File: src/rtl/eth_rx_addr_filter.sv
module eth_rx_addr_filter #(
  parameter logic [31:0] POLY     = 32'h04C11DB7,
  parameter logic [31:0] CRC_INIT = 32'hFFFF_FFFF,
  parameter int          NBYTES   = 6
) (
  input  logic        clk,
  input  logic        rst_n,
  input  logic        byte_vld,
  input  logic        first,
  input  logic [7:0]  byte_data,
  input  logic        rej_bcast,
  input  logic        hash_all,
  input  logic        promisc,
  input  logic [15:0] station_hi,
  input  logic [31:0] station_lo,
  input  logic [31:0] hash_lo,
  input  logic [31:0] hash_hi,
  output logic        dec_vld,
  output logic        accept,
  output logic        miss
);
  localparam int CW = $clog2(NBYTES + 1);
  localparam logic [CW-1:0] IDLE = CW'(NBYTES);
  localparam logic [CW-1:0] LAST = CW'(NBYTES - 1);

  logic [CW-1:0] cnt;
  logic [31:0]   crc;
  logic          bc, uc, mc;

  function automatic logic [31:0] crc_step8(input logic [31:0] c, input logic [7:0] d);
    logic [31:0] r;
    r = c;
    for (int i = 0; i < 8; i++)
      r = (r[31] ^ d[i]) ? ((r << 1) ^ POLY) : (r << 1);
    return r;
  endfunction

  logic [CW-1:0] idx;
  logic          take, last;
  logic [31:0]   crc_nx;
  logic          bc_nx, uc_nx, mc_nx;
  logic [7:0]    want;
  logic [5:0]    hidx;
  logic          hbit, miss_c;

  assign take = byte_vld && (first || cnt < IDLE);
  assign idx  = first ? '0 : cnt;
  assign last = take && idx == LAST;

  always_comb begin
    case (idx)
      3'd0:    want = station_hi[15:8];
      3'd1:    want = station_hi[7:0];
      3'd2:    want = station_lo[31:24];
      3'd3:    want = station_lo[23:16];
      3'd4:    want = station_lo[15:8];
      default: want = station_lo[7:0];
    endcase
  end

  assign crc_nx = crc_step8(first ? CRC_INIT : crc, byte_data);
  assign bc_nx  = (first ? 1'b1 : bc) && byte_data == 8'hFF;
  assign uc_nx  = (first ? 1'b1 : uc) && byte_data == want;
  assign mc_nx  = first ? byte_data[0] : mc;
  assign hidx   = crc_nx[31:26];
  assign hbit   = hidx[5] ? hash_hi[hidx[4:0]] : hash_lo[hidx[4:0]];
  assign miss_c = bc_nx ? rej_bcast : (mc_nx || hash_all) ? !hbit : !uc_nx;

  always_ff @(posedge clk) begin
    if (!rst_n) begin
      cnt     <= IDLE;
      crc     <= CRC_INIT;
      bc      <= 1'b0;
      uc      <= 1'b0;
      mc      <= 1'b0;
      dec_vld <= 1'b0;
      accept  <= 1'b0;
      miss    <= 1'b0;
    end else begin
      dec_vld <= last;
      if (take) begin
        cnt <= idx + 1'b1;
        crc <= crc_nx;
        bc  <= bc_nx;
        uc  <= uc_nx;
        mc  <= mc_nx;
      end
      if (take && first) begin
        accept <= 1'b0;
        miss   <= 1'b0;
      end
      if (last) begin
        accept <= !miss_c || promisc;
        miss   <= miss_c;
      end
    end
  end
endmodule


File: config.mk
export PLATFORM = sky130hd
export DESIGN_NAME = eth_rx_addr_filter
export DESIGN_NICKNAME = d
export VERILOG_FILES = /design/src/rtl/eth_rx_addr_filter.sv
export SDC_FILE = /design/constraint.sdc
export NUM_CORES = 1
export LEC_CHECK = 0
export CORE_MARGIN = 1
export CORE_UTILIZATION = 33
export DETAILED_ROUTE_END_ITERATION = 8
export DONT_BUFFER_PORTS = 1
export HOLD_SLACK_MARGIN = 0.12
export SYNTH_ARGS = -nofsm -noshare
export SYNTH_HDL_FRONTEND = slang
export SYNTH_SLANG_ARGS = --single-unit
File: constraint.sdc
create_clock -name clk -period 4.1 [get_ports clk]
set_input_delay 0 -clock clk [delete_from_list [all_inputs] [get_ports clk]]
set_output_delay 0 -clock clk [all_outputs]
set_load 0.05 [all_outputs]
# After elaboration in Yosys (flattened, before gate mapping)
# Cells that the tools add are included.
[totals]
regBits = 41
inputBits = 127
out_inout_bits = 3
elab_cells = 71
[classes]
add_sub_neg = 1
magnitude_cmp = 2
eq_ne = 7
muxes = 24
n_bitwise = 16
n_reduce_logical = 13
[ops]
columns = ["cell", "n"]
rows = [
  ["2-to-1 mux 27 bit", 8],
  ["inverter 14 bit", 8],
  ["one-hot mux 8 bit (5 select lines)", 1],
  ["2-to-1 mux 32 bit", 1],
  ["2-to-1 mux 1 bit", 11],
  ["binary-select mux 1 bit (select 5 bit)", 2],
  ["== test 8 bit", 1],
  ["== test 8 bit (second input constant)", 1],
  ["XOR 1 bit", 8],
  ["== test 3 x 2 -> 1 bit (second input constant)", 2],
  ["== test 3 bit (second input constant)", 2],
  ["< comparator 5 x 6 -> 1 bit (second input constant)", 1],
  ["logical AND 1 bit", 5],
  ["adder 3 x 1 -> 3 bit (second input constant)", 1],
  ["== test 3 x 1 -> 1 bit (second input constant)", 1],
  ["zero test 1 bit", 3],
  ["zero test 3 bit", 1],
  ["logical OR 1 bit", 3],
  ["< comparator 3 bit (second input constant)", 1],
  ["2-to-1 mux 3 bit", 1],
  ["nonzero test 2 bit", 1],
]

# Longest topological paths before layout
[logic_depth]
depth_word = 26
depth_mapped = 13

# Worst setup path after synthesis
# Ideal clock, no wire load.
[synth_timing]
path_type = "reg-to-reg"
start = "register crc[28]"
end = "register miss"
setup_time_ns = 0.117
arrival_time_ns = 2.581
required_time_ns = 3.983
slack_ns = 1.401
stages_incl_launch_ff = 10
cell_sequence = "dfxtp_1 -> xor2_2 -> mux2i_2 -> xor2_2 -> xor2_4 -> mux4_1 -> mux2i_1 -> a22o_2 -> o31ai_2 -> a32o_1"
[synth_between]
elab_chain_len = 16
[synth_rtl]
columns = ["element", "line", "source"]
rows = [
  ["from (decl)", "27", "logic [31:0] crc;"],
  ["from (signal assigned)", "83", "crc <= crc_nx;"],
  ["2-to-1 mux 32 bit *", "61", "assign crc_nx = crc_step8(first ? CRC_INIT : crc, byte_data);"],
  ["XOR 1 bit *", "34", "r = (r[31] ^ d[i]) ? ((r << 1) ^ POLY) : (r << 1);"],
  ["2-to-1 mux 27 bit *", "34", ""],
  ["inverter 14 bit (no line)", "--", ""],
  ["2-to-1 mux 27 bit (3 in series)", "34", ""],
  ["inverter 14 bit (no line)", "--", ""],
  ["2-to-1 mux 27 bit", "34", ""],
  ["binary-select mux 1 bit (select 5 bit)", "66", "assign hbit = hidx[5] ? hash_hi[hidx[4:0]] : hash_lo[hidx[4:0]];"],
  ["2-to-1 mux 1 bit (implied by the code)", "66", ""],
  ["2-to-1 mux 1 bit *", "66", ""],
  ["zero test 1 bit *", "67", "assign miss_c = bc_nx ? rej_bcast : (mc_nx || hash_all) ? !hbit : !uc_nx;"],
  ["2-to-1 mux 1 bit * (2 in series)", "67", ""],
  ["2-to-1 mux 1 bit *", "92", "if (last) begin"],
  ["to (signal assigned)", "94", "miss <= miss_c;"],
  ["to (decl)", "20", "output logic miss"],
]
# Every way passes the cells marked *; elsewhere a longest branch is shown, timed or not. The select of a mux whose other input is x is not followed.
# A chain may end at the register's enable or synchronous reset.

# Worst setup path in the final report
[layout_timing]
start = "register crc[30]"
end = "register accept"
[layout_between]
elab_chain_len = 18
[layout_rtl]
columns = ["element", "line", "source"]
rows = [
  ["2-to-1 mux 32 bit *", "61", ""],
  ["XOR 1 bit *", "34", ""],
  ["2-to-1 mux 27 bit *", "34", ""],
  ["inverter 14 bit (no line)", "--", ""],
  ["2-to-1 mux 27 bit (3 in series)", "34", ""],
  ["inverter 14 bit (no line)", "--", ""],
  ["2-to-1 mux 27 bit", "34", ""],
  ["binary-select mux 1 bit (select 5 bit)", "66", ""],
  ["2-to-1 mux 1 bit (implied by the code)", "66", ""],
  ["2-to-1 mux 1 bit *", "66", ""],
  ["zero test 1 bit *", "67", ""],
  ["2-to-1 mux 1 bit * (2 in series)", "67", ""],
  ["zero test 1 bit *", "93", "accept <= !miss_c || promisc;"],
  ["logical OR 1 bit *", "93", ""],
  ["2-to-1 mux 1 bit *", "92", ""],
  ["to (signal assigned)", "93", ""],
  ["to (decl)", "19", "output logic accept,"],
]
# Marks and branches as above.

==> qor.tcl <==
set qor(outcome) {finished, final reports clean}
set qor(coreArea_um2) 11500
set qor(ioPinCount) 130
set qor(mostFrequentLayoutCells) {63 x sky130_fd_sc_hd__xnor2_1, 56 x sky130_fd_sc_hd__nand2_1, 45 x sky130_fd_sc_hd__nor2_1}
set qor(final_common_cell) {sky130_fd_sc_hd__xnor2_1}
set qor(netlist_instances) 457
set qor(starting_utilization_of_the_core_area_pct) 33.9
set qor(synth_ff_type) {sky130_fd_sc_hd__dfxtp_1}
set qor(clock_tree.root_cell) {sky130_fd_sc_hd__clkbuf_16}
set qor(setup_viol_count_final) 0
set qor(synth_enable_flop_cells) 0
set qor(net_count_after_synthesis) 584
set qor(unrepaired_setup_endpoints_after_global_routing) {no}
set qor(sw_ratio_pct) 37.8
set qor(critPathMaxFanout) 17
set qor(syn_area_per_cell_um2) 8.51
set qor(tritoncts) {done}
set qor(final_period_utilization_pct) 94.3
set qor(clk_pin_slew_ns) 0.06
set qor(fillers) 1153
set qor(place.detailed.instances) 566
set qor(antenna-diode-count) 0
set qor(vdd.ir_drop.worst_mv) 0.254
set qor(critical_path_slowest_stage_cell) {sky130_fd_sc_hd__dlygate4sd3_1}
set qor(die_w_um) 111
set qor(p_seq_share_pct) 26.1
set qor(worst_skew_pair.late_latency_ns) 0.29
set qor(drt.antenna.violating_nets) 0
set qor(clock_skew_ns) 0.00666
set qor(place.gp.congestion) 0.865
set qor(synth.ff_latch_count) 41
set qor(fmax_ghz) 0.259
set qor(timing.reg2reg.setup_slack_ns) 0.23
set qor(drive_gt1_share_pct) 8.26
set qor(worst_slew_margin_rel_pct) 33.2
set qor(detailroute.via_count) 3345
set qor(crit_chain) {xnor2_2 > nor2_2 > xnor2_4 > xnor2_4 > buf_4 > mux4_2 > a21oi_1 > o31ai_1 > o311ai_1 > nand2_1 > dlygate4sd3_1}
set qor(drt_wl_total_um) 10700
set qor(via_per_inst) 5.66
set qor(finalHoldViolations) 0
set qor(cts.sinks) 41
set qor(layout_min_cycle_time_ns) 3.87
set qor(cts-htree-levels) 2
set qor(core_rows) 39
set qor(endpoint_kind) {flip-flop}
set qor(grt_usage_pct) 17.7
set qor(grt_start_max_net_pins) 47
set qor(yosys_warnings) 0
set qor(static-leakage-power_uw) 0.00158
set qor(synth_sequential_area_ratio_pct) 21.1
set qor(p_per_area_nw_per_um2) 457
set qor(io_buffer_count) 0
set qor(die_height_um) 111
set qor(worst_path_most_repeated_cell) {sky130_fd_sc_hd__xnor2_4}
set qor(report.final.slew_viol_count) 0
set qor(setup.worst_path.class) {reg -> reg}
set qor(pwr-share-comb_pct) 53.4
set qor(cts-resized-gates) 0
set qor(remaining_drc_errors) 0
set qor(cpPeakStageDelay_ns) 0.56
set qor(drt_pre_antenna_iters) 4
set qor(power.clock.fraction_pct) 20.5
set qor(drt-initial-drc-count) 175
set qor(timing.hold.worst.class) {in -> reg}
set qor(totalNegativeSetupSlack_ns) 0
set qor(fin_ws_ns) 0.233
set qor(total_switching_power_uw) 733
set qor(post_cts_hold_buffer_count) 18
set qor(fp.dieArea_um2) 12200
set qor(final-instance-count-excl-fill) 591
set qor(required_ns) 4.28
set qor(power.total_uw) 1940
set qor(worstPathArrival_ns) 4.04
set qor(cts_buffers) 5
set qor(final.hold.worst_slack_ns) 0.128
set qor(area_growth_pct) 9.07
set qor(cp-start-kind) {flip-flop}
set qor(clock_path_buffers) 2
set qor(max-cap-violations) 0
set qor(max_slew.worst_pin.slew_ns) 0.998
set qor(post-cts-setup-buffer-count) 0
set qor(synthesis.area_um2) 3890
set qor(intPower_uw) 1210
set qor(antenna_found_initial) 0
set qor(asyncSetResetFlopFracSynth_pct) 0
set qor(synth.lib_cells_used.distinct) 59
set qor(layout.nets) 575
set qor(wl_per_cell_um) 18.1
set qor(dp.final_hpwl_um) 7500
set qor(gr-total-overflow) 0
set qor(first_pass_grt_wire_length_um) 17500
set qor(first_global_vias) 3336
set qor(place_worst_setup_slack_ns) 0.784
cell families (layout without fill, tap and decap cells):
kind of cell,count (synthesis),count (layout),synth area share (%)
AO/OA/AOI/OAI,92,92,17.7
XOR/XNOR,96,96,25.4
buffers and inverters,39,30,5.11
flip-flops,41,41,21.1
multiplexers,44,44,14.3
AND/OR/NAND/NOR,145,145,16.4
cell usage after synthesis (3+ instances only):
library cell                n  area, µm²
sky130_fd_sc_hd__a31oi_1    3       18.8
sky130_fd_sc_hd__nor2_1    45        169
sky130_fd_sc_hd__nand3_1    9       45.0
sky130_fd_sc_hd__nand2_1   57        214
sky130_fd_sc_hd__a32oi_1    5       43.8
sky130_fd_sc_hd__a21oi_1    8       40.0
sky130_fd_sc_hd__o211ai_1  31        233
sky130_fd_sc_hd__mux2i_1   32        320
sky130_fd_sc_hd__buf_4      3       22.5
sky130_fd_sc_hd__nor2b_1   12       75.1
sky130_fd_sc_hd__xnor2_1   63        552
sky130_fd_sc_hd__mux2_2     3       33.8
sky130_fd_sc_hd__a211oi_1   6       45.0
sky130_fd_sc_hd__mux4_2     6        135
sky130_fd_sc_hd__xnor2_2    4       65.1
sky130_fd_sc_hd__o21ai_0   13       65.1
sky130_fd_sc_hd__buf_2      3       15.0
sky130_fd_sc_hd__nor3_1     5       25.0
sky130_fd_sc_hd__buf_1      6       22.5
sky130_fd_sc_hd__clkbuf_1  19       71.3
sky130_fd_sc_hd__xor2_1    21        184
sky130_fd_sc_hd__nand4_1    5       31.3
sky130_fd_sc_hd__dfxtp_1   41        821
sky130_fd_sc_hd__buf_6      5       56.3
sky130_fd_sc_hd__o32a_1     3       30.0
sky130_fd_sc_hd__a22o_1     3       26.3
routing by layer:
metal | GRT usage [%] | vias up | part of all wire [%]
met1 | 22.7 | 1581 | 42
met4 | 3.56 | 0 | 0.92
li1 | - | 1609 | -
met5 | 0 | - | 0
met2 | 30.2 | 144 | 50
met3 | 4.34 | 11 | 7.3
worst max-delay path: cells and delay by family, from the launching register on:
family	cells	cell delay, ns
AOI/OAI and AO/OA	3	0.72
xor gates and xnor gates	3	0.76
buffers and inverters	2	0.93
DFF	1	0.53
muxes	1	0.54
and+or+nand+nor	2	0.26
power groups by stage:
| stage | Sequential [µW] | Combinational (µW) | Clock, µW |
|---|---|---|---|
| detailed placement | 512 | 1010 | 0 |
| CTS | 505 | 1050 | 403 |
| finish | 506 | 1040 | 398 |
| global placement | 511 | 995 | 0 |
| global route | 513 | 1130 | 416 |
| floorplan | 484 | 927 | 0 |
metrics by stage:
step / area (µm²) / utilization [%]
final: 4240 / 37.0
after CTS: 4240 / 37.0
after detailed placement: 3910 / 34.1
after global routing: 4240 / 37.0
after floorplan: 3890 / -
after global placement: 3910 / 34.1
registers in the layout, indices dropped and copies added (netlist names):
name,cells
miss,1
mc,1
uc,1
crc,32
bc,1
dec_vld,1
cnt,3
accept,1
path summary, 6_finish.rpt:
path,depth (start not counted),end,start
worst max-delay path,11,accept,crc[30]
worst min-delay path,4,crc[12],first
worst max register to register,11,accept,crc[30]
worst min register to register,2,crc[8],crc[8]
layout make-up:
cell class                      count  area (µm²)  share of cell area [%]
Multi-Input combinational cell    377        2890                    68.0
Sequential cell                    41         821                    19.3
Timing Repair Buffer               20         205                    4.83
Tap cell                          143         179                    4.22
Clock buffer                        7         143                    3.36
Inverter                            3        11.3                   0.265
No activity file was read; power rests on OpenSTA's default activity.
